<file path="src/rtl/pin_irq_pkg.sv">
package pin_irq_pkg;
  typedef enum logic [1:0] {
    SENSE_LOW  = 2'b00,
    SENSE_RSVD = 2'b01,
    SENSE_FALL = 2'b10,
    SENSE_RISE = 2'b11
  } sense_e;

  localparam logic [1:0] ADDR_MASK0 = 2'd0;
  localparam logic [1:0] ADDR_MASK1 = 2'd1;
  localparam logic [1:0] ADDR_CTRL  = 2'd2;
  localparam logic [1:0] ADDR_FLAG  = 2'd3;

  localparam int CTRL_EN_G0  = 0;
  localparam int CTRL_EN_G1  = 1;
  localparam int CTRL_EN_EXT = 2;
  localparam int CTRL_SENSE  = 3;
endpackage

</file>
<file path="src/rtl/pin_irq_sync.sv">
module pin_irq_sync #(
  parameter int W      = 8,
  parameter int STAGES = 2
) (
  input  logic         clk,
  input  logic         rst_n,
  input  logic [W-1:0] d_i,
  output logic [W-1:0] sync_o,
  output logic [W-1:0] toggle_o
);
  logic [W-1:0] chain_q [STAGES];
  logic [W-1:0] chain_d [STAGES];
  logic [W-1:0] prev_q;
  logic [W-1:0] prev_d;

  always_comb begin
    chain_d[0] = d_i;
    for (int i = 1; i < STAGES; i++) begin
      chain_d[i] = chain_q[i-1];
    end
    prev_d = chain_q[STAGES-1];
  end

  always_ff @(posedge clk or negedge rst_n) begin
    if (!rst_n) begin
      for (int i = 0; i < STAGES; i++) begin
        chain_q[i] <= '0;
      end
      prev_q <= '0;
    end else begin
      for (int i = 0; i < STAGES; i++) begin
        chain_q[i] <= chain_d[i];
      end
      prev_q <= prev_d;
    end
  end

  assign sync_o   = chain_q[STAGES-1];
  assign toggle_o = chain_q[STAGES-1] ^ prev_q;

  // a synchronised level that has held for a cycle reports no toggle
  assert_quiet_no_toggle_R4: assert property (@(posedge clk) disable iff (!rst_n)
    $stable(sync_o) |-> (toggle_o == '0));
endmodule

</file>
<file path="src/rtl/pin_irq_group.sv">
module pin_irq_group #(
  parameter int W = 8
) (
  input  logic         clk,
  input  logic         rst_n,
  input  logic [W-1:0] toggle_i,
  input  logic [W-1:0] mask_i,
  input  logic         clr_i,
  input  logic         en_i,
  output logic         flag_o,
  output logic         irq_o
);
  logic hit;
  logic flag_q;
  logic flag_d;

  always_comb begin
    hit    = |(toggle_i & mask_i);
    flag_d = hit | (flag_q & ~clr_i);
  end

  always_ff @(posedge clk or negedge rst_n) begin
    if (!rst_n) begin
      flag_q <= 1'b0;
    end else begin
      flag_q <= flag_d;
    end
  end

  assign flag_o = flag_q;
  assign irq_o  = flag_q & en_i;

  // an unmasked toggle sets the flag on the next edge
  assert_flag_set_R2: assert property (@(posedge clk) disable iff (!rst_n)
    hit |=> flag_o);
  assert_clear_R5: assert property (@(posedge clk) disable iff (!rst_n)
    (clr_i && !hit) |=> !flag_o);
  assert_clear_prio_R6: assert property (@(posedge clk) disable iff (!rst_n)
    (clr_i && hit) |=> flag_o);
  assert_masked_R4: assert property (@(posedge clk) disable iff (!rst_n)
    (((toggle_i & mask_i) == '0) && !flag_o) |=> !flag_o);
endmodule

</file>
<file path="src/rtl/pin_irq_ext.sv">
module pin_irq_ext
  import pin_irq_pkg::*;
#(
  parameter int STAGES = 2
) (
  input  logic   clk,
  input  logic   rst_n,
  input  logic   ext_i,
  input  sense_e sense_i,
  input  logic   en_i,
  input  logic   clr_i,
  output logic   flag_o,
  output logic   irq_o,
  output logic   level_wake_o
);
  logic ext_sync;
  logic ext_tog;
  logic fall_det;
  logic rise_det;
  logic det;
  logic flag_q;
  logic flag_d;

  pin_irq_sync #(.W(1), .STAGES(STAGES)) u_sync (
    .clk      (clk),
    .rst_n    (rst_n),
    .d_i      (ext_i),
    .sync_o   (ext_sync),
    .toggle_o (ext_tog)
  );

  always_comb begin
    fall_det = ext_tog & ~ext_sync;
    rise_det = ext_tog & ext_sync;
    unique case (sense_i)
      SENSE_FALL: det = fall_det;
      SENSE_RISE: det = rise_det;
      default:    det = 1'b0;
    endcase
    flag_d = det | (flag_q & ~clr_i);
  end

  always_ff @(posedge clk or negedge rst_n) begin
    if (!rst_n) begin
      flag_q <= 1'b0;
    end else begin
      flag_q <= flag_d;
    end
  end

  assign flag_o       = flag_q;
  assign irq_o        = en_i & ((sense_i == SENSE_LOW) ? ~ext_sync : flag_q);
  assign level_wake_o = en_i & (sense_i == SENSE_LOW) & ~ext_i;

  assert_fall_sets_R8: assert property (@(posedge clk) disable iff (!rst_n)
    (sense_i == SENSE_FALL && ext_tog && !ext_sync) |=> flag_o);
  assert_rise_sets_R8: assert property (@(posedge clk) disable iff (!rst_n)
    (sense_i == SENSE_RISE && ext_tog && ext_sync) |=> flag_o);
  assert_level_noflag_R9: assert property (@(posedge clk) disable iff (!rst_n)
    (sense_i == SENSE_LOW && !flag_o) |=> !flag_o);
  assert_rsvd_noflag_R10: assert property (@(posedge clk) disable iff (!rst_n)
    (sense_i == SENSE_RSVD && !flag_o) |=> !flag_o);
endmodule

</file>
<file path="src/rtl/pin_irq_ctrl.sv">
module pin_irq_ctrl
  import pin_irq_pkg::*;
#(
  parameter int N_GRP0      = 8,
  parameter int N_GRP1      = 4,
  parameter int DW          = 8,
  parameter int SYNC_STAGES = 2
) (
  input  logic                     clk,
  input  logic                     rst_n,
  input  logic [N_GRP0+N_GRP1-1:0] pin_i,
  input  logic                     ext_i,
  input  logic                     wr_en,
  input  logic [1:0]               addr,
  input  logic [DW-1:0]            wr_data,
  output logic [DW-1:0]            rd_data,
  output logic                     irq_grp0_o,
  output logic                     irq_grp1_o,
  output logic                     irq_ext_o,
  output logic                     wake_o
);
  localparam int N_PINS   = N_GRP0 + N_GRP1;
  localparam int N_FLAGS  = 3;
  localparam int CTRL_W   = CTRL_SENSE + 2;

  // reset: asserted asynchronously, released on a clock edge
  logic [1:0] rst_pipe_q;
  logic       rst_n_int;

  always_ff @(posedge clk or negedge rst_n) begin
    if (!rst_n) begin
      rst_pipe_q <= '0;
    end else begin
      rst_pipe_q <= {rst_pipe_q[0], 1'b1};
    end
  end
  assign rst_n_int = rst_pipe_q[1];

  // configuration registers
  logic [N_GRP0-1:0]  mask0_q, mask0_d;
  logic [N_GRP1-1:0]  mask1_q, mask1_d;
  logic [2:0]         en_q, en_d;
  sense_e             sense_q, sense_d;
  logic               wr_mask0, wr_mask1, wr_ctrl, wr_flag;
  logic [N_FLAGS-1:0] clr_flags;

  always_comb begin
    wr_mask0  = wr_en && (addr == ADDR_MASK0);
    wr_mask1  = wr_en && (addr == ADDR_MASK1);
    wr_ctrl   = wr_en && (addr == ADDR_CTRL);
    wr_flag   = wr_en && (addr == ADDR_FLAG);
    mask0_d   = wr_mask0 ? wr_data[N_GRP0-1:0] : mask0_q;
    mask1_d   = wr_mask1 ? wr_data[N_GRP1-1:0] : mask1_q;
    en_d      = wr_ctrl ? wr_data[CTRL_EN_EXT:CTRL_EN_G0] : en_q;
    sense_d   = wr_ctrl ? sense_e'(wr_data[CTRL_SENSE+1:CTRL_SENSE]) : sense_q;
    clr_flags = wr_flag ? wr_data[N_FLAGS-1:0] : '0;
  end

  always_ff @(posedge clk or negedge rst_n_int) begin
    if (!rst_n_int) begin
      mask0_q <= '0;
      mask1_q <= '0;
      en_q    <= '0;
      sense_q <= SENSE_LOW;
    end else begin
      mask0_q <= mask0_d;
      mask1_q <= mask1_d;
      en_q    <= en_d;
      sense_q <= sense_d;
    end
  end

  // pin path: input latch + synchroniser + toggle compare
  logic [N_PINS-1:0] pin_sync;
  logic [N_PINS-1:0] pin_tog;

  pin_irq_sync #(.W(N_PINS), .STAGES(SYNC_STAGES)) u_pin_sync (
    .clk      (clk),
    .rst_n    (rst_n_int),
    .d_i      (pin_i),
    .sync_o   (pin_sync),
    .toggle_o (pin_tog)
  );

  logic flag_g0, flag_g1, flag_ext;

  pin_irq_group #(.W(N_GRP0)) u_grp0 (
    .clk      (clk),
    .rst_n    (rst_n_int),
    .toggle_i (pin_tog[N_GRP0-1:0]),
    .mask_i   (mask0_q),
    .clr_i    (clr_flags[0]),
    .en_i     (en_q[CTRL_EN_G0]),
    .flag_o   (flag_g0),
    .irq_o    (irq_grp0_o)
  );

  pin_irq_group #(.W(N_GRP1)) u_grp1 (
    .clk      (clk),
    .rst_n    (rst_n_int),
    .toggle_i (pin_tog[N_PINS-1:N_GRP0]),
    .mask_i   (mask1_q),
    .clr_i    (clr_flags[1]),
    .en_i     (en_q[CTRL_EN_G1]),
    .flag_o   (flag_g1),
    .irq_o    (irq_grp1_o)
  );

  logic ext_level_wake;

  pin_irq_ext #(.STAGES(SYNC_STAGES)) u_ext (
    .clk          (clk),
    .rst_n        (rst_n_int),
    .ext_i        (ext_i),
    .sense_i      (sense_q),
    .en_i         (en_q[CTRL_EN_EXT]),
    .clr_i        (clr_flags[2]),
    .flag_o       (flag_ext),
    .irq_o        (irq_ext_o),
    .level_wake_o (ext_level_wake)
  );

  // clockless wake: raw pin level against synchronised copy
  logic [N_PINS-1:0] pin_diff;
  always_comb begin
    pin_diff = (pin_i ^ pin_sync) & {mask1_q, mask0_q};
    wake_o   = (|pin_diff) | ext_level_wake;
  end

  // read mux
  always_comb begin
    rd_data = '0;
    unique case (addr)
      ADDR_MASK0: rd_data[N_GRP0-1:0]  = mask0_q;
      ADDR_MASK1: rd_data[N_GRP1-1:0]  = mask1_q;
      ADDR_CTRL:  rd_data[CTRL_W-1:0]  = {sense_q, en_q};
      default:    rd_data[N_FLAGS-1:0] = {flag_ext, flag_g1, flag_g0};
    endcase
  end

  assert_irq_gate_R7: assert property (@(posedge clk) disable iff (!rst_n_int)
    (irq_grp0_o |-> en_q[CTRL_EN_G0]) and (irq_grp1_o |-> en_q[CTRL_EN_G1])
    and (irq_ext_o |-> en_q[CTRL_EN_EXT]));
  assert_wake_level_R11: assert property (@(posedge clk) disable iff (!rst_n_int)
    (en_q[CTRL_EN_EXT] && sense_q == SENSE_LOW && !ext_i) |-> wake_o);
endmodule

</file>
<file path="config.mk">
export PLATFORM = sky130hd
export DESIGN_NAME = pin_irq_ctrl
export DESIGN_NICKNAME = d
export VERILOG_FILES = /design/src/rtl/pin_irq_pkg.sv /design/src/rtl/pin_irq_sync.sv /design/src/rtl/pin_irq_group.sv /design/src/rtl/pin_irq_ext.sv /design/src/rtl/pin_irq_ctrl.sv
export SDC_FILE = /design/constraint.sdc
export NUM_CORES = 1
export LEC_CHECK = 0
export BUFFER_PORTS_ARGS = -buffer_cell sky130_fd_sc_hd__clkbuf_2
export CORE_AREA = 2 2 107 57
export DETAILED_ROUTE_END_ITERATION = 6
export DIE_AREA = 0 0 109 59
export SETUP_SLACK_MARGIN = 0.3
export SYNTH_ARGS = -nofsm -noshare
export SYNTH_HDL_FRONTEND = slang
export SYNTH_HIERARCHICAL = 1
export SYNTH_SLANG_ARGS = --single-unit
</file>
<file path="constraint.sdc">
create_clock -name clk -period 3.4 [get_ports clk]
set_input_delay 1.02 -clock clk [delete_from_list [all_inputs] [get_ports clk]]
set_output_delay 1.02 -clock clk [all_outputs]
set_load 0.005 [all_outputs]
</file>
==> results of run 1 <==
-- registers in the layout (all words and copies together), names as in the netlist, 2 cells and up --
| name | flops |
|---|---|
| u_pin_sync/sync_o | 12 |
| en_q | 3 |
| mask1_q | 4 |
| rst_pipe_q | 2 |
| sense_q | 2 |
| u_pin_sync/prev_q | 12 |
| mask0_q | 8 |
| u_pin_sync/chain_d | 12 |
-- layer usage --
metal	GRT usage [%]	vias to the layer above	share of wire, %
met1	23.7	654	52
met2	22.6	26	41
li1	-	637	-
met3	7.69	9	5.3
met5	0	-	0
met4	8.24	0	1.6
-- how the worst min path moves through the flow --
| stage | endpoint | slack, ns | cells after the start |
|---|---|---|---|
| floorplan | rst_pipe_q[1] | 0.33 | 0 |
| global placement | u_pin_sync/sync_o[0] | 0.33 | 0 |
| detailed placement | u_pin_sync/sync_o[0] | 0.33 | 0 |
| CTS | u_pin_sync/sync_o[8] | 0.35 | 0 |
| global route | u_pin_sync/sync_o[11] | 0.35 | 0 |
| finish | u_pin_sync/sync_o[8] | 0.35 | 0 |
-- cell type report --
type / instances / share of cell area [%]
Sequential cell: 61 / 52.2
Multi-Input combinational cell: 88 / 28.6
Timing Repair Buffer: 39 / 7.19
Clock buffer: 10 / 4.70
Clock inverter: 6 / 3.76
Tap cell: 73 / 3.12
Inverter: 3 / 0.385
-- power groups by stage --
stage               clock network (uW)  logic (uW)  registers [uW]
floorplan                            0         143             859
global placement                     0         208             881
detailed placement                   0         211             883
CTS                                813         212             870
global route                       851         232             882
finish                             797         210             869
-- placed cells by master (no fill, tap or decap), drive strengths merged --
master and count:
a21boi 1, a21oi 1, a221oi 1, a222oi 2, a22o 1, a22oi 6, and2 9, and3 2
buf 4, bufinv 3, clkbuf 45, clkinv 1, clkinvlp 2, conb 1, dfrtp 61, inv 3
mux2 17, mux2i 2, mux4 3, nand2 3, nand3 1, nand3b 3, nand4 1, nor2 2
nor4b 1, o2111ai 1, o21ai 2, o22ai 1, or3 1, xor2 26
-- cell families after synthesis --
family,count (synthesis)
DFF,61
xor gates and xnor gates,26
and+or+nand+nor,23
muxes,22
AOI/OAI and AO/OA,16
buffers and inverters,6
other,1
-- per-stage QoR --
step / utilization [%] / area (um2)
finish: 54.2 / 2930
global route: 54.2 / 2930
CTS: 53.9 / 2910
detailed placement: 49.3 / 2660
global placement: 49.3 / 2660
floorplan: - / 2400
==> metrics, run 1 <==
clock buffer count from CTS=9; Die ar.=6430 um2; H-Tree Depth=3; Mean Syn Cell Area=15.5 um2; Tmin final=3.01 ns; HPWL Detailed=3290 um; worst reg2reg endpoint=u_grp0/flag_o; # placed instances=264; status=finished, final reports clean; CTS Hold Buffers Added=0; Power, Total=1880 uW; Reg clk slew, reported paths=0.07 ns; hold_ws=0.350 ns; Post-Synth Simple-Gate Area=6.10%; setup TNS=0 ns; slowest stage cell, crit path=a222oi_1; Synth warnings=6; Crit Path Category=input port to output port; Syn Inst Count=155; mapped cell area=2400 um2; min-delay src=u_pin_sync/chain_d[8]; Multi-input gate area=837 um2; worst-path fanout max=2; height of the die=59 um; Setup Fix Bufs, Post-CTS=0; reg2reg path depth=3; Chip Width=109 um; IO Pins=38; internal cell power=1430 uW; final setup violation count=0; Layout fillers=442; mux cell area share after synthesis=13.3%; Critical Path AT=1.99 ns; RSZ-0062 raised after global routing=yes; Final Max Slew Viols=0; Primary FF master, synth=dfrtp_1; switching share of power=24.0%; Comb power frac=11.2%; fin crit share=88.5%; f_max=0.332 GHz; Area Growth Syn to Fin=21.8%; crit end category=output port; setup slack after placement=0.373 ns; first-pass GRT wire length=7480 um; # DRC=0; sequential share of the synthesized area=63.6%; largest family of logic cells by synthesized area=multiplexers; Num Clock Sinks=61; Synth Area in Compound Gates=5.47%; Worst IR Drop VDD=0.430 mV; Sw Pwr=450 uW; total track usage=17.0%; flops & latches, synth=61; row cnt=19; post-route insts no fill=280; worst-path cell chain=buf_8, xor2_2, a222oi_1, and3_1, nand4_1, buf_2; CTS Root Cell=clkbuf_8; slew margin rel.=44.0%; drt pass-1 iters=4; synth unique cells=30; class of the worst hold path=flop to flop; Leak Pwr=0.00136 uW; Clock Tree Buf Depth=2; routed len/inst=16.4 um; gr ovfl total=0; Synth Area in Adders=0%; clock network fraction of design power=42.5%; largest net degree at the start of global routing=41; CP Launch Type=input port; FF/Latch Area=1530 um2; most common cell in the synthesized netlist=dfrtp_1; critical path depth in cells=6; Crit path largest cell delay=0.29 ns; share of the synthesized area in the top cell type=63.6%; Post-synth EDFFs=0; Worst Tran Pin Value=0.840 ns; Resized Gates After CTS=0; drt initial violations=31; worst r2r src=u_pin_sync/sync_o[2]; worst setup margin=0.392 ns; Vias/cell=4.74; CTS tree=built; vias in the first global route=1415; largest cells by area after synthesis=dfrtp_1 64%, xor2_1 9.5%, mux2_4 5.0%; antenna cells=0; Seq pwr share=46.3%; GPL Wtd Cong=0.785; most frequent cells after synthesis=61 x dfrtp_1, 26 x xor2_1, 9 x mux2_2; FFs w/ async S/R, synth=100%; IO buf count=37; crit path to=wake_o; Routed WL=4600 um; power per cell area=641 nW/um2; ANT nets after route=0; antenna violations before repair=0; crit path from=pin_i[10]; Worst R2R Setup Slack=2.15 ns; fin nets=228; final hold violations=0; core area=5400 um2; Initial Utilization=44.5%; CP bufs+invs=2; Post-Syn Nets=181; total number of vias=1326; layout cell share with drive strength beyond 1=37.7%; later-pin clock latency in the skew report=0.35 ns; Fin Clk Skew=0.00444 ns; Synth area leader=dfrtp_1; MaxCap Viol Count=0; required time worst endpoint=2.38 ns; critical path's top delay family=simple AND/OR/NAND/NOR gates; XOR/XNOR Fraction of Synth Area=9.48%
(Power assumes the default switching activity.)
==> inputs of run 2 (changes only) <==
- GPL_TIMING_DRIVEN: unset -> 0
==> run 2 against run 1 <==
Cell count did not move. Sequential cell count did not move. Clock power fell by 11%. Sequential share of layout area barely moved. Maximum frequency rose by 0.16%. First-iteration DRC count rose by 29%. Sequential power barely moved. Core utilization barely moved. Via count rose by 3.3%. Critical endpoint unchanged.
==> metrics, run 2 (same netlist as run 1, synthesis figures left out) <==
Sw Pwr=440 uW; switching share of power=24.5%; Area Growth Syn to Fin=21.9%; worst-path fanout max=2; CTS tree=built; total number of vias=1370; Worst IR Drop VDD=0.349 mV; Layout fillers=437; Crit path largest cell delay=0.28 ns; clock network fraction of design power=39.7%; # DRC=0; power per cell area=613 nW/um2; RSZ-0062 raised after global routing=yes; GPL Wtd Cong=0.717; Die ar.=6430 um2; Resized Gates After CTS=0; worst reg2reg endpoint=u_grp0/flag_o; crit end category=output port; worst-path cell chain=buf_6, xor2_2, a222oi_1, and3_1, nand4_1, buf_2; Critical Path AT=1.98 ns; HPWL Detailed=3280 um; total track usage=16.8%; Setup Fix Bufs, Post-CTS=0; drt pass-1 iters=4; final hold violations=0; Tmin final=3.00 ns; worst r2r src=u_pin_sync/sync_o[2]; drt initial violations=40; Chip Width=109 um; IO Pins=38; fin util=54.2%; Worst Tran Pin Value=0.617 ns; core area=5400 um2; Routed WL=4540 um; setup TNS=0 ns; Clock Tree Buf Depth=2; routed len/inst=16.2 um; slowest stage cell, crit path=a222oi_1; layout cell share with drive strength beyond 1=37.7%; fin crit share=88.3%; vias in the first global route=1417; first-pass GRT wire length=7500 um; Initial Utilization=44.5%; Final Max Slew Viols=0; Leak Pwr=0.00136 uW; hold_ws=0.286 ns; IO buf count=35; CTS Root Cell=clkbuf_8; H-Tree Depth=3; gr ovfl total=0; Worst R2R Setup Slack=2.09 ns; largest net degree at the start of global routing=34; fin nets=228; Comb power frac=12.0%; Num Clock Sinks=61; antenna cells=0; slew margin rel.=58.8%; class of the worst hold path=flop to asynchronous set/reset pin; reg2reg path depth=3; most frequent cells in the layout=60 x dfrtp_1, 33 x clkbuf_2, 25 x xor2_1; FF/Latch Area=1530 um2; CP Launch Type=input port; row cnt=19; Reg clk slew, reported paths=0.07 ns; Multi-input gate area=837 um2; ANT nets after route=0; final setup violation count=0; Crit Path Category=input port to output port; Fin Clk Skew=0.00938 ns; Vias/cell=4.89; Seq pwr share=48.3%; CTS Hold Buffers Added=0; clock buffer count from CTS=9; commonest non-fill, non-tap cell in the layout=dfrtp_1; antenna violations before repair=0; height of the die=59 um; required time worst endpoint=2.38 ns; MaxCap Viol Count=0; f_max=0.333 GHz; status=finished, final reports clean; internal cell power=1350 uW; later-pin clock latency in the skew report=0.34 ns
run 2: worst max-delay path by stage:
stage                          from     end  slack, ns  cells after the start
after floorplan           pin_i[10]  wake_o       0.66                      4
final                     pin_i[10]  wake_o       0.40                      6
after global routing      pin_i[10]  wake_o       0.29                      6
after global placement    pin_i[10]  wake_o       0.35                      6
after detailed placement  pin_i[10]  wake_o       0.36                      6
after CTS                 pin_i[10]  wake_o       0.36                      6
run 2: per-stage QoR:
step	instances	setup slack, ns	area [um2]	total power (uW)
2_1_floorplan	155	0.659	2400	1000
4_1_cts	280	0.358	2910	1810
3_5_place_dp	264	0.359	2690	1100
3_3_place_gp	263	0.350	2670	1090
5_1_grt	280	0.288	2930	1880
6_report	280	0.397	2930	1790
run 2: layout make-up:
type,instances,area share [%]
Buffer,3,1.15
Clock buffer,10,4.70
Clock inverter,6,2.95
Inverter,3,0.385
Multi-Input combinational cell,88,28.6
Sequential cell,61,52.2
Tap cell,73,3.12
Timing Repair Buffer,36,6.88
run 2: power groups by stage:
stage | clock network, uW | registers, uW | logic, uW
after floorplan | 0 | 859 | 143
after global placement | 0 | 883 | 203
after detailed placement | 0 | 881 | 217
after CTS | 728 | 868 | 218
after global routing | 764 | 879 | 238
final | 712 | 868 | 215
run 2: metal layers:
metal  wire, um  share of wire (%)  track usage (%)
met1       2250                 50             23.1
met2       1970                 43             23.2
met3        300                6.6             8.35
met4         24               0.53             6.04
met5          0                  0                0
run 2: critical path: cells and delay by family:
kind                      cells  cell delay [ns]
AOI/OAI and AO/OA             1             0.28
xor gates and xnor gates      1             0.13
buffers and inverters         2             0.25
and+or+nand+nor               2             0.30
